`src/rtl/fbf_pkg.sv`:
```
`timescale 1ns/1ps
package fbf_pkg;
    // Load sequence position inside the window after reset
    typedef enum logic [1:0] {
        LD_OPEN  = 2'd0,   // no load seen yet
        LD_FIRST = 2'd1,   // both offsets loaded on the previous edge
        LD_SHUT  = 2'd2    // loading finished, offsets frozen
    } ld_step_e;
endpackage

```
`src/rtl/fbf_offset_loader.sv`:
```
`timescale 1ns/1ps
module fbf_offset_loader #(
    parameter int OFS_W       = 8,
    parameter int DEFAULT_OFS = 128
) (
    input  logic                 clk,
    input  logic                 rst_n,
    input  logic                 prog_n,
    input  logic [OFS_W-1:0]     data_lo,
    input  logic                 word_wr,
    output logic [OFS_W-1:0]     x_ofs,
    output logic [OFS_W-1:0]     y_ofs,
    output logic                 win_open,
    output fbf_pkg::ld_step_e    step,
    output logic                 wr_block
);
    import fbf_pkg::*;

    localparam logic [OFS_W-1:0] DEF_V = OFS_W'(DEFAULT_OFS);

    typedef struct packed {
        logic             win;
        ld_step_e         step;
        logic [OFS_W-1:0] x;
        logic [OFS_W-1:0] y;
    } ld_state_t;

    ld_state_t st_d, st_q;

    always_comb begin
        st_d = st_q;
        if (st_q.win) begin
            if (!prog_n) begin
                case (st_q.step)
                    LD_OPEN: begin
                        st_d.x    = data_lo;
                        st_d.y    = data_lo;
                        st_d.step = LD_FIRST;
                    end
                    LD_FIRST: begin
                        st_d.y    = data_lo;
                        st_d.step = LD_SHUT;
                    end
                    default: ;
                endcase
            end else begin
                if (st_q.step == LD_FIRST) begin
                    st_d.step = LD_SHUT;
                end
                // a write counts only when it is not held off
                if (word_wr) begin
                    st_d.win = 1'b0;
                end
            end
        end
    end

    always_ff @(posedge clk or negedge rst_n) begin
        if (!rst_n) begin
            st_q <= '{win: 1'b1, step: LD_OPEN, x: DEF_V, y: DEF_V};
        end else begin
            st_q <= st_d;
        end
    end

    assign x_ofs    = st_q.x;
    assign y_ofs    = st_q.y;
    assign win_open = st_q.win;
    assign step     = st_q.step;
    assign wr_block = st_q.win & ~prog_n;
endmodule

```
`src/rtl/fbf_band_compare.sv`:
```
`timescale 1ns/1ps
module fbf_band_compare #(
    parameter int DEPTH = 512,
    parameter int OFS_W = 8,
    parameter int CNT_W = $clog2(DEPTH) + 1
) (
    input  logic             clk,
    input  logic             rst_n,
    input  logic [CNT_W-1:0] fill_cnt,
    input  logic [OFS_W-1:0] x_ofs,
    input  logic [OFS_W-1:0] y_ofs,
    output logic             band_flag
);
    localparam logic [CNT_W-1:0] DEPTH_V = CNT_W'(DEPTH);

    logic [CNT_W-1:0] hi_lim;
    logic             low_band, high_band;
    logic             flag_d, flag_q;

    always_comb begin
        hi_lim    = DEPTH_V - CNT_W'(y_ofs);
        low_band  = (fill_cnt <= CNT_W'(x_ofs));
        high_band = (fill_cnt >= hi_lim);
        flag_d    = low_band | high_band;
    end

    always_ff @(posedge clk or negedge rst_n) begin
        if (!rst_n) begin
            flag_q <= 1'b1;
        end else begin
            flag_q <= flag_d;
        end
    end

    assign band_flag = flag_q;
endmodule

```
`src/rtl/fill_band_flag.sv`:
```
`timescale 1ns/1ps
module fill_band_flag #(
    parameter int DEPTH       = 512,
    parameter int OFS_W       = 8,
    parameter int DEFAULT_OFS = 128,
    parameter int CNT_W       = $clog2(DEPTH) + 1
) (
    input  logic             clk,
    input  logic             rst_n,
    input  logic             prog_n,
    input  logic [OFS_W-1:0] data_lo,
    input  logic             word_wr,
    input  logic [CNT_W-1:0] fill_cnt,
    output logic             band_flag,
    output logic             wr_block
);
    logic [OFS_W-1:0]  x_ofs, y_ofs;
    logic              ld_win;
    fbf_pkg::ld_step_e ld_step;

    fbf_offset_loader #(
        .OFS_W       (OFS_W),
        .DEFAULT_OFS (DEFAULT_OFS)
    ) u_loader (
        .clk      (clk),
        .rst_n    (rst_n),
        .prog_n   (prog_n),
        .data_lo  (data_lo),
        .word_wr  (word_wr),
        .x_ofs    (x_ofs),
        .y_ofs    (y_ofs),
        .win_open (ld_win),
        .step     (ld_step),
        .wr_block (wr_block)
    );

    fbf_band_compare #(
        .DEPTH (DEPTH),
        .OFS_W (OFS_W),
        .CNT_W (CNT_W)
    ) u_cmp (
        .clk       (clk),
        .rst_n     (rst_n),
        .fill_cnt  (fill_cnt),
        .x_ofs     (x_ofs),
        .y_ofs     (y_ofs),
        .band_flag (band_flag)
    );
endmodule

```
`config.mk`:
```
export PLATFORM = sky130hd
export DESIGN_NAME = fill_band_flag
export DESIGN_NICKNAME = d
export VERILOG_FILES = /design/src/rtl/fbf_pkg.sv /design/src/rtl/fbf_offset_loader.sv /design/src/rtl/fbf_band_compare.sv /design/src/rtl/fill_band_flag.sv
export SDC_FILE = /design/constraint.sdc
export NUM_CORES = 1
export LEC_CHECK = 0
export BUFFER_PORTS_ARGS = -buffer_cell sky130_fd_sc_hd__buf_4
export CORE_MARGIN = 8
export CORE_UTILIZATION = 57
export CTS_BUF_LIST = sky130_fd_sc_hd__clkbuf_8
export DETAILED_ROUTE_END_ITERATION = 16
export HOLD_SLACK_MARGIN = 0.12
export PLACE_DENSITY = 0.8
export SYNTH_ARGS = -nofsm -noshare
export SYNTH_HDL_FRONTEND = slang
export SYNTH_SLANG_ARGS = --single-unit
```
`constraint.sdc`:
```
create_clock -name clk -period 2.6 [get_ports clk]
set_input_delay 0.52 -clock clk [delete_from_list [all_inputs] [get_ports clk]]
set_output_delay 0.52 -clock clk [all_outputs]
set_load 0.03 [all_outputs]
```
# Yosys cells after proc, flatten, opt, wreduce, memory -nomap -nowiden
# Cells that the tools add are included.
# classes
div_mod_pow	0
n_reduce_logical	6
n_bitwise	3
mux	9
n_addsub	1
n_eq_ne	2
mul	0
shift	0
order_cmp	2
# op_table
op	count
two-way mux 19 bit	1
two-way mux 16 bit	1
two-way mux 8 bit	2
greater-or-equal comparator 10 bit	1
less-or-equal comparator 10 x 8 -> 1 bit	1
subtractor 10 x 8 -> 10 bit, first input constant	1
AND reduction 3 bit	3
two-way mux 2 bit	2
case mux 2 bit (2 select lines)	1
== test 2 x 1 -> 1 bit, second input constant	1
logical NOT 2 bit	1
two-way mux 1 bit	2
!= test 2 x 1 -> 1 bit, second input constant	1
nonzero test 2 bit	1
OR reduction 2 bit	1
AND 1 bit	1
NOT 1 bit	1
OR 1 bit	1
# word_totals
memories	0
romBits	0
out_inout_bits	2
ram_bits	0
word_cells	28
input_bits	22
latch_bits	0
ff_bits	20

# Logic depth before layout (Yosys ltp)
# Gate-level depths: netlist of run 1.
# depth
ltp_word	5
depth_mapped	10
depth_no_buf	10

# Cells and area by module
# From an unflattened synthesis of run 1, not the netlist that was laid out.
# unflattened
cells_unflattened	114
hier_area_um2	1292.5
# by_module_without_submodules
mod	area_each_um2	cells_per_inst	n_inst	seq_area_each_um2
fbf_offset_loader	734.5	42	1	479.2
fbf_band_compare	558.0	72	1	26.3

# Worst setup path after synthesis of run 1
# OpenSTA, ideal clock, no wires.
# synth_path
path_type	register to register
from	register u_loader.st_q (netlist bit u_loader.y_ofs[0])
to	register u_cmp.flag_q (netlist: u_cmp.band_flag)
setup_slack_ps	755
stages_incl_launch_ff	11
t_arrival_ps	1779
setup_ps	66
synth_period_minus_slack_ps	1845
t_required_ps	2534
path_buffers	0
path_cell_list	dfrtp_1 > inv_1 > ha_1 > inv_1 > or3_1 > xnor2_1 > ha_1 > nand4_1 > o221ai_1 > nand2_1 > nand4_1
# synth_via
elab_chain_len	3
# synth_rtl
item	line_no	source
start, declared	fbf_offset_loader.sv:28	ld_state_t st_d, st_q;
start signal, assigned	fbf_offset_loader.sv:60	st_q <= '{win: 1'b1, step: LD_OPEN, x: DEF_V, y: DEF_V};
start signal, assigned	fbf_offset_loader.sv:62	st_q <= st_d;
subtractor 10 x 8 -> 10 bit	fbf_band_compare.sv:21	hi_lim = DEPTH_V - CNT_W'(y_ofs);
greater-or-equal comparator 10 bit	fbf_band_compare.sv:23	high_band = (fill_cnt >= hi_lim);
OR 1 bit	fbf_band_compare.sv:24	flag_d = low_band | high_band;
named net u_cmp.flag_d	fbf_band_compare.sv:18	logic flag_d, flag_q;
end signal, assigned	fbf_band_compare.sv:31	flag_q <= flag_d;
end, declared	fbf_band_compare.sv:18	
# The timed path passes the listed nets, and every way through them passes these cells.
# A chain may end at the register's enable or synchronous reset.

# Worst setup path in the final report of run 1
# Ends and elaborated chain as after synthesis.

==> results.toml, run 1 <==
[outcome]
outcome = "completed"

[place]
io_buffers = 23
gp_congestion = 0.8332
dp_cells = 176
hpwl_um = 2371

[layout]
fillCellCount = 173
final_core_util_pct = 70.19
fin_cells = 180
final_common_cell = "buf_4"
syn2layout_area_growth_pct = 18.63
layout.nets = 194
drive_above_1_share_pct = 28.29
layout_common_cells = "buf_4 (23), ha_1 (19), dfrtp_1 (16)"
diodes = 0

[clock_tree]
cts_made_buffers = 3
worst_skew_pair.late_latency_ns = 0.26
hold_buffers = 0
cts_setup_buffers = 0
h-tree-depth = 1
clock_sink_count = 20
cts_resized = 0
clk_pin_slew_ns = 0.07
root_buffer = "clkbuf_8"
clock_path_buffers = 2
cts_tree = "built"

[floorplanning]
fp.coreArea_um2 = 2191
fp.dieH_um = 63.69
fp.dieW_um = 63.69
start_util_pct = 59.17
io_pins = 24
die_area_um2 = 4056
fp-row-count = 17

[worst_hold_path]
holdCritPathClass = "in -> async"

[setup_path]
crit_type = "reg -> reg"
start_kind = "flip-flop"
cp_top_family = "simple AND/OR/NAND/NOR gates"
cp_slowest_stage_delay_ns = 0.43
critPathBufInv = 2
path_cells = "inv_1 > ha_1 > inv_1 > or3_1 > xnor2_1 > ha_1 > nand4_1 > o221ai_1 > nand2_1 > nand4_1"
endpoint_kind = "flip-flop"
timing.critical_path.arrival_ns = 2.28
slowest_stage = "dfrtp_1"
crit_required_ns = 2.80
worstPathMaxFanout = 5

[grt]
grt_pass1_wl_um = 4926
grt_util_all_layers_pct = 15.21
antenna_found_initial = 0
gr-total-overflow = 0
grt_pass1_vias = 1094
grt_max_degree = 21

[timing]
period_needed_ns = 2.082
rsz0062_at_grt = "false"
max_slew_margin_pct = 58.87
fin_crit_sh_pct = 80.09
max_freq_mhz = 480.3
finalSetupViolations = 0
skew_ns = 0.005200
worst_pin_slew_ns = 0.6150
slew_viol_final = 0
fin_tns_setup_ns = 0
hold_violations = 0

[yosys]
ys_warn_count = 0
syn_area_per_cell_um2 = 10.29
synth_cell_type_count = 31
ys_seq_area_share_pct = 39.00
syn-num-nets = 167
ys_ff_latch = 20
synthCells = 126
netlist_area_um2 = 1296

[detailed_routing]
final_antenna_net_count = 0
vias = 1031
avgViaCountPerCell = 5.728
drcViolationCount = 0
drt_iter0_drc = 55
wirelength_um = 2891
wl_per_cell_um = 16.06
firstDrtPassIters = 4

[power_and_ir_drop]
power_density_nw_per_um2 = 445.5
p_leak_nw = 0.7607
peakVddDrop_v = 0.0004208

[run]
cap_violations = 0
[worst reg2reg max path, cell delays in order, from the launching register on]
cell      delay, ns
dfrtp_1        0.43
inv_1          0.11
ha_1           0.19
inv_1          0.07
or3_1          0.34
xnor2_1        0.14
ha_1           0.29
nand4_1        0.07
o221ai_1       0.21
nand2_1        0.07
nand4_1        0.08
[kinds of logic after synthesis]
| kind of cell | count (synthesis) | share of synthesized area, % |
|---|---|---|
| compound gates | 25 | 12.36 |
| xor+xnor | 5 | 3.379 |
| fa+ha+maj | 19 | 18.34 |
| buf+inv | 14 | 4.633 |
| flops | 20 | 39.00 |
| mux | 7 | 6.370 |
| simple gates | 36 | 15.93 |
[per-stage QoR]
step	power (mW)	instance area (µm²)	hold slack (ns)	setup slack (ns)
global placement	0.4781	1493	0.4035	0.5911
global route	0.7293	1538	0.1309	0.3644
detailed placement	0.4892	1493	0.4089	0.5558
CTS	0.6917	1538	0.1270	0.5118
floorplan	0.4244	1296	0.2244	0.7551
finish	0.6851	1538	0.1223	0.5178
[cell type report]
class	instances	area, µm²	share of cell area, %
Clock inverter	1	3.754	0.2441
Inverter	13	48.80	3.173
Multi-Input combinational cell	92	730.7	47.52
Sequential cell	20	505.5	32.87
Tap cell	28	35.03	2.278
Timing Repair Buffer	23	172.7	11.23
Clock buffer	3	41.29	2.685
[metal layers]
metal  GRT usage (%)  routed length (µm)  up-vias
li1                -                   -      498
met2           26.24                1455       25
met1           16.93                1251      503
met5               0                   0        -
met3           3.534                 134        5
met4           7.799                  51        0
[final timing paths]
| kind | start | end | slack [ns] | depth (start not counted) |
|---|---|---|---|---|
| max in group asynchronous | rst_n | u_loader.x_ofs[7] | 2.21 | 1 |
| worst max-delay path | u_loader.y_ofs[0] | u_cmp.band_flag | 0.52 | 10 |
| worst max register to register | u_loader.y_ofs[0] | u_cmp.band_flag | 0.52 | 10 |
| worst min register to register | u_loader.step[1] | u_loader.step[1] | 0.46 | 1 |
| min in group clk | word_wr | u_loader.win_open | 0.42 | 2 |
| worst min-delay path | rst_n | u_loader.y_ofs[5] | 0.12 | 1 |
[report_power, final]
group / switching (mW) / internal (mW) / leakage, nW / total (mW)
registers: 0.0135 / 0.331 / 0.233 / 0.344
logic: 0.0729 / 0.0681 / 0.501 / 0.141
clock network: 0.0949 / 0.105 / 0.0269 / 0.200
[flip-flops by register name (all words and copies together), names as in the netlist]
name               count
u_loader.win_open      1
u_loader.x_ofs         8
u_loader.step          2
u_cmp.band_flag        1
u_loader.y_ofs         8
[synth_stat cells]
cell type | number | area share (%)
a211o_1 | 1 | 0.68
a21boi_0 | 1 | 0.58
a21o_1 | 2 | 1.2
a21oi_1 | 7 | 2.7
a311o_1 | 1 | 0.77
and4_1 | 1 | 0.68
buf_6 | 1 | 0.87
dfrtp_1 | 16 | 31
dfstp_2 | 4 | 8.1
ha_1 | 19 | 18
inv_1 | 13 | 3.8
mux2_2 | 6 | 5.2
mux2_4 | 1 | 1.2
nand2_1 | 15 | 4.3
nand2b_1 | 2 | 0.97
nand2b_4 | 1 | 1.1
nand4_1 | 4 | 1.9
nor2_1 | 3 | 0.87
nor2_4 | 1 | 0.87
nor2b_1 | 2 | 0.97
nor3_1 | 2 | 0.77
nor3_2 | 1 | 0.77
nor3_4 | 1 | 1.3
nor4_1 | 2 | 0.97
o21ai_0 | 8 | 3.1
o21ai_2 | 2 | 1.4
o221ai_1 | 2 | 1.4
o41ai_1 | 1 | 0.68
or3_1 | 1 | 0.48
xnor2_1 | 2 | 1.4
xor2_1 | 3 | 2.0
(Power assumes the default switching activity.)
==> inputs of run 2 (changes only) <==
- clock period: 2.6 -> 2.1 ns (I/O delays scaled with it)
==> results.toml, run 2 (synthesis gave the netlist of run 1 again) <==
[run]
cap_violations = 0

[timing]
skew_ns = 0.0007825
max_slew_margin_pct = 76.79
fin_ws_ns = -0.003830
fin_crit_sh_pct = 100.2
finalSetupViolations = 1
period_needed_ns = 2.104
worst_pin_slew_ns = 0.3444
max_freq_mhz = 475.3
slew_viol_final = 0
hold_violations = 0
fin_tns_setup_ns = -0.003830
rsz0062_at_grt = "true"

[setup_path]
path_cells = "nor3_2 > nand2b_1 > o41ai_2 > nand2_1 > ha_1 > a21oi_1 > nor2b_1 > o21ai_0 > nand4_1"
r2r-start = "u_loader.y_ofs[4]"
start_kind = "flip-flop"
reg2regPathDepth = 9
r2r_setup_slack_ns = -0.004
crit_end = "u_cmp.band_flag"
cp_slowest_stage_delay_ns = 0.42
endpoint_kind = "flip-flop"
slowest_stage = "dfrtp_1"
crit_start = "u_loader.y_ofs[4]"
reg2reg_to = "u_cmp.band_flag"
crit_required_ns = 2.27
worstPathMaxFanout = 4
crit_type = "reg -> reg"
timing.critical_path.arrival_ns = 2.27

[clock_tree]
cts_made_buffers = 3
clock_sink_count = 20
root_buffer = "clkbuf_8"
worst_skew_pair.late_latency_ns = 0.25
clk_pin_slew_ns = 0.07
clock_path_buffers = 2
cts_tree = "built"
h-tree-depth = 1

[floorplanning]
start_util_pct = 59.17
fp.dieW_um = 63.69
io_pins = 24
fp-row-count = 17
fp.dieH_um = 63.69
die_area_um2 = 4056
fp.coreArea_um2 = 2191

[power_and_ir_drop]
p_leak_nw = 0.7951
power_density_nw_per_um2 = 533.8
power.total_mw = 0.8642
peakVddDrop_v = 0.0004353

[grt]
antenna_found_initial = 0
grt_max_degree = 21
grt_pass1_wl_um = 4450
gr-total-overflow = 0
grt_pass1_vias = 1046
grt_util_all_layers_pct = 13.50

[worst_hold_path]
hold_path.startpoint = "word_wr"
whs_path_depth = 2
holdCritPathClass = "in -> reg"

[layout]
fin_cells = 187
layout.nets = 201
drive_above_1_share_pct = 33.33
layout_common_cells = "buf_4 (29), ha_1 (18), dfrtp_1 (16)"
diodes = 0
final_common_cell = "buf_4"
syn2layout_area_growth_pct = 24.90

[place]
io_buffers = 23
gp_congestion = 0.8753
hpwl_um = 2226
dp_cells = 178

[detailed_routing]
wl_per_cell_um = 15.98
avgViaCountPerCell = 5.647
firstDrtPassIters = 4
drt_iter0_drc = 51
wirelength_um = 2988
vias = 1056
final_antenna_net_count = 0
drcViolationCount = 0

[outcome]
failed_checks = "negative setup slack"
outcome = "finished with violations"
[run 2: cell types whose count changed in the layout (fill, tap and decap cells not counted), sizes merged]
cell / delta
dlygate4sd3: +1
buf: +6
[run 2: through the flow]
step | instance area, µm² | util, % | hold WS (ns) | setup WS, ns
6_report | 1619 | 73.90 | 0.3183 | -0.003830
5_1_grt | 1619 | 73.90 | 0.3238 | -0.1963
4_1_cts | 1563 | 71.33 | 0.3179 | 0.07274
3_5_place_dp | 1508 | 68.82 | 0.3098 | 0.08791
3_3_place_gp | 1508 | 68.82 | 0.3079 | 0.1846
2_1_floorplan | 1296 | - | 0.1244 | 0.2551
[run 2: report_power, final]
group | total, mW | switching (mW) | internal (mW)
Clock | 0.245 | 0.115 | 0.130
Combinational | 0.194 | 0.0978 | 0.0964
Sequential | 0.426 | 0.0163 | 0.409
Total | 0.864 | 0.229 | 0.635
[run 2: cell type report]
class | count | area (µm²)
multi-input combinational | 92 | 757.0
clock inverter | 1 | 3.754
inverter | 13 | 48.80
clock buffer | 3 | 41.29
sequential | 20 | 505.5
fill | 156 | 571.8
tap | 28 | 35.03
timing repair buffer | 30 | 227.7
[run 2: worst min-delay path by stage]
stage / endpoint / slack (ns)
2_1_floorplan: u_loader.step[0] / 0.12
3_3_place_gp: u_loader.x_ofs[3] / 0.31
3_5_place_dp: u_loader.x_ofs[5] / 0.31
4_1_cts: u_loader.win_open / 0.32
5_1_grt: u_loader.win_open / 0.32
6_report: u_loader.win_open / 0.32
[run 2: what timing repair did]
item	in CTS	in global routing
hold endpoints to repair	16	0
resized for setup	0	5
hold buffers	1	0
setup buffers	0	4
endpoints found under the setup margin	0	1
[run 2: worst max-delay path: cells and delay by family, from the launching register on]
family,cells,cell delay (ns)
flops,1,0.42
fa+ha+maj,1,0.31
simple gates,5,0.69
compound gates,3,0.60
[run 2: routing by layer]
layer	global-route usage (%)	up-vias	part of all wire, %
met5	0	-	0
met3	3.710	8	6.1
met2	22.43	34	51
met4	4.735	0	1.9
li1	-	514	-
met1	16.22	500	41
==> inputs of run 3 (changes only) <==
- ABC_AREA: default -> 1
- CORE_UTILIZATION: 57 -> 58
==> results.toml, run 3 <==
[worst_hold_path]
min_to = "u_loader.win_open"
holdCritPathClass = "in -> reg"
whs_path_depth = 2
hold_path.startpoint = "word_wr"

[yosys]
ys_warn_count = 0
syn_area_per_cell_um2 = 7.893
synthCells = 175
synth_most_common_cell = "nand2_1"
synth_cell_type_count = 22
synth_edf_count = 0
synth_area_leaders = "dfrtp_1 (29%), ha_1 (17%), nand2_1 (12%), inv_1 (9.2%), dfstp_2 (7.6%)"
ys_ff_latch = 20
netlist_top_cells_count = "nand2_1 (45), inv_1 (34), ha_1 (19)"
netlist_area_um2 = 1381
synth_compound_area_share_pct = 10.42
synth_top_family_by_area = "simple AND/OR/NAND/NOR gates"
yosys.area_share.simple_pct = 22.01
synthFlopType = "dfrtp_1"
ys_seq_area_share_pct = 36.59
synth_xor_xnor_area_share_pct = 3.170
async_reset_ff_share_pct = 100.0
synth_fa_ha_area_share_pct = 17.21
synth_top_cell_by_area = "dfrtp_1"
synth.area.mux_share_pct = 0
synth_top_area_share_pct = 28.99
syn-num-nets = 216

[floorplanning]
fp.dieW_um = 64.80
fp.dieH_um = 64.80
start_util_pct = 61.85
die_area_um2 = 4199
io_pins = 24
fp-row-count = 17
fp.coreArea_um2 = 2233

[timing]
max_slew_margin_pct = 79.37
max_freq_mhz = 540.6
skew_ns = 0.001804
fin_tns_setup_ns = 0
period_needed_ns = 1.850
slew_viol_final = 0
rsz0062_at_grt = "false"
worst_pin_slew_ns = 0.3087
fin_crit_sh_pct = 88.08
hold_violations = 0
finalSetupViolations = 0

[layout]
final_area_um2 = 1630
layout.nets = 243
syn2layout_area_growth_pct = 18.03
drive_above_1_share_pct = 20.40
layout_common_cells = "nand2_1 (45), inv_1 (35), buf_4 (23)"
final_common_cell = "nand2_1"
final_core_util_pct = 73.00
diodes = 0
multi_input_area_um2 = 734.5
seq_area_um2 = 505.5
fillCellCount = 188

[grt]
grt_pass1_wl_um = 5237
grt_pass1_vias = 1172
antenna_found_initial = 0
grt_util_all_layers_pct = 15.73
gr-total-overflow = 0
grt_max_degree = 21

[clock_tree]
worst_skew_pair.late_latency_ns = 0.26
clock_path_buffers = 2
h-tree-depth = 1
clock_sink_count = 20
cts_made_buffers = 3
cts_tree = "built"
root_buffer = "clkbuf_8"
clk_pin_slew_ns = 0.07

[place]
io_buffers = 23
hpwl_um = 2307
placed_cell_area_um2 = 1570
gp_congestion = 0.8226

[detailed_routing]
drcViolationCount = 0
firstDrtPassIters = 4
wl_per_cell_um = 13.03
drt_iter0_drc = 27
wirelength_um = 2985
avgViaCountPerCell = 4.987
final_antenna_net_count = 0
vias = 1142

[setup_path]
reg2reg_to = "u_cmp.band_flag"
reg2regPathDepth = 11
crit_type = "reg -> reg"
timing.critical_path.arrival_ns = 2.05
start_kind = "flip-flop"
r2r_setup_slack_ns = 0.25
worstPathMaxFanout = 3
crit_required_ns = 2.30
endpoint_kind = "flip-flop"
r2r-start = "u_loader.y_ofs[0]"

[power_and_ir_drop]
p_leak_nw = 0.9024
peakVddDrop_v = 0.0006179
power_density_nw_per_um2 = 636.2

[run]
cap_violations = 0

[outcome]
outcome = "completed"
-- run 3: final cells by class --
type                            instances  share of cell area [%]
Clock buffer                            3                   2.533
Clock inverter                          1                  0.2302
Tap cell                               28                   2.149
Multi-Input combinational cell        119                   45.05
Inverter                               34                   7.828
Sequential cell                        20                   31.01
Timing Repair Buffer                   24                   11.20
-- run 3: worst max path at each step --
stage                       from               to  slack, ns  cells past startpoint
2_1_floorplan  u_loader.y_ofs[0]  u_cmp.band_flag       0.43                     11
3_3_place_gp   u_loader.y_ofs[0]  u_cmp.band_flag       0.35                     11
3_5_place_dp   u_loader.y_ofs[0]  u_cmp.band_flag       0.22                     11
4_1_cts        u_loader.y_ofs[0]  u_cmp.band_flag       0.21                     11
5_1_grt        u_loader.y_ofs[0]  u_cmp.band_flag     0.0001                     11
6_report       u_loader.y_ofs[0]  u_cmp.band_flag       0.25                     11
-- run 3: through the flow --
step	hold WS, ns	power, mW	setup slack, ns	instances
global route	0.2847	1.114	0.0001052	229
detailed placement	0.3127	0.7773	0.2180	224
global placement	0.3095	0.7554	0.3476	224
finish	0.2862	1.037	0.2503	229
CTS	0.2880	1.041	0.2057	229
floorplan	0.1244	0.6721	0.4310	175
-- run 3: worst max-delay path, stage by stage, from the launching register on --
cell and delay (ns):
dfrtp_1 0.38, inv_1 0.10, ha_1 0.20, nand2_1 0.06, nor2_1 0.14, nand3_1 0.16, nor3_2 0.16, ha_1 0.25
nand2_1 0.08, o21ai_0 0.08, nor2_1 0.09, nand3_1 0.08
-- run 3: kinds of logic (layout without fill, tap and decap cells) --
group,count (synthesis),count (layout)
buf+inv,36,62
fa+ha+maj,19,19
flops,20,20
simple gates,72,72
compound gates,23,23
xor+xnor,5,5
-- run 3: per-layer routing --
| metal | wire [µm] | global-route usage, % |
|---|---|---|
| met5 | 0 | 0 |
| met2 | 1429 | 26.46 |
| met1 | 1314 | 18.02 |
| met3 | 104 | 2.921 |
| met4 | 136 | 9.809 |
-- run 3: what timing repair did --
item,4_1_cts,5_1_grt
setup buffers,0,0
hold endpoints to repair,16,0
setup endpoints to repair,0,1
hold buffers,1,0
resized for setup,0,1
-- run 3: report_power, final --
part	leakage [nW]	switching [mW]	internal, mW
clock	0.0269	0.132	0.131
combinational	0.654	0.177	0.136
sequential	0.221	0.0274	0.434
total	0.902	0.336	0.701
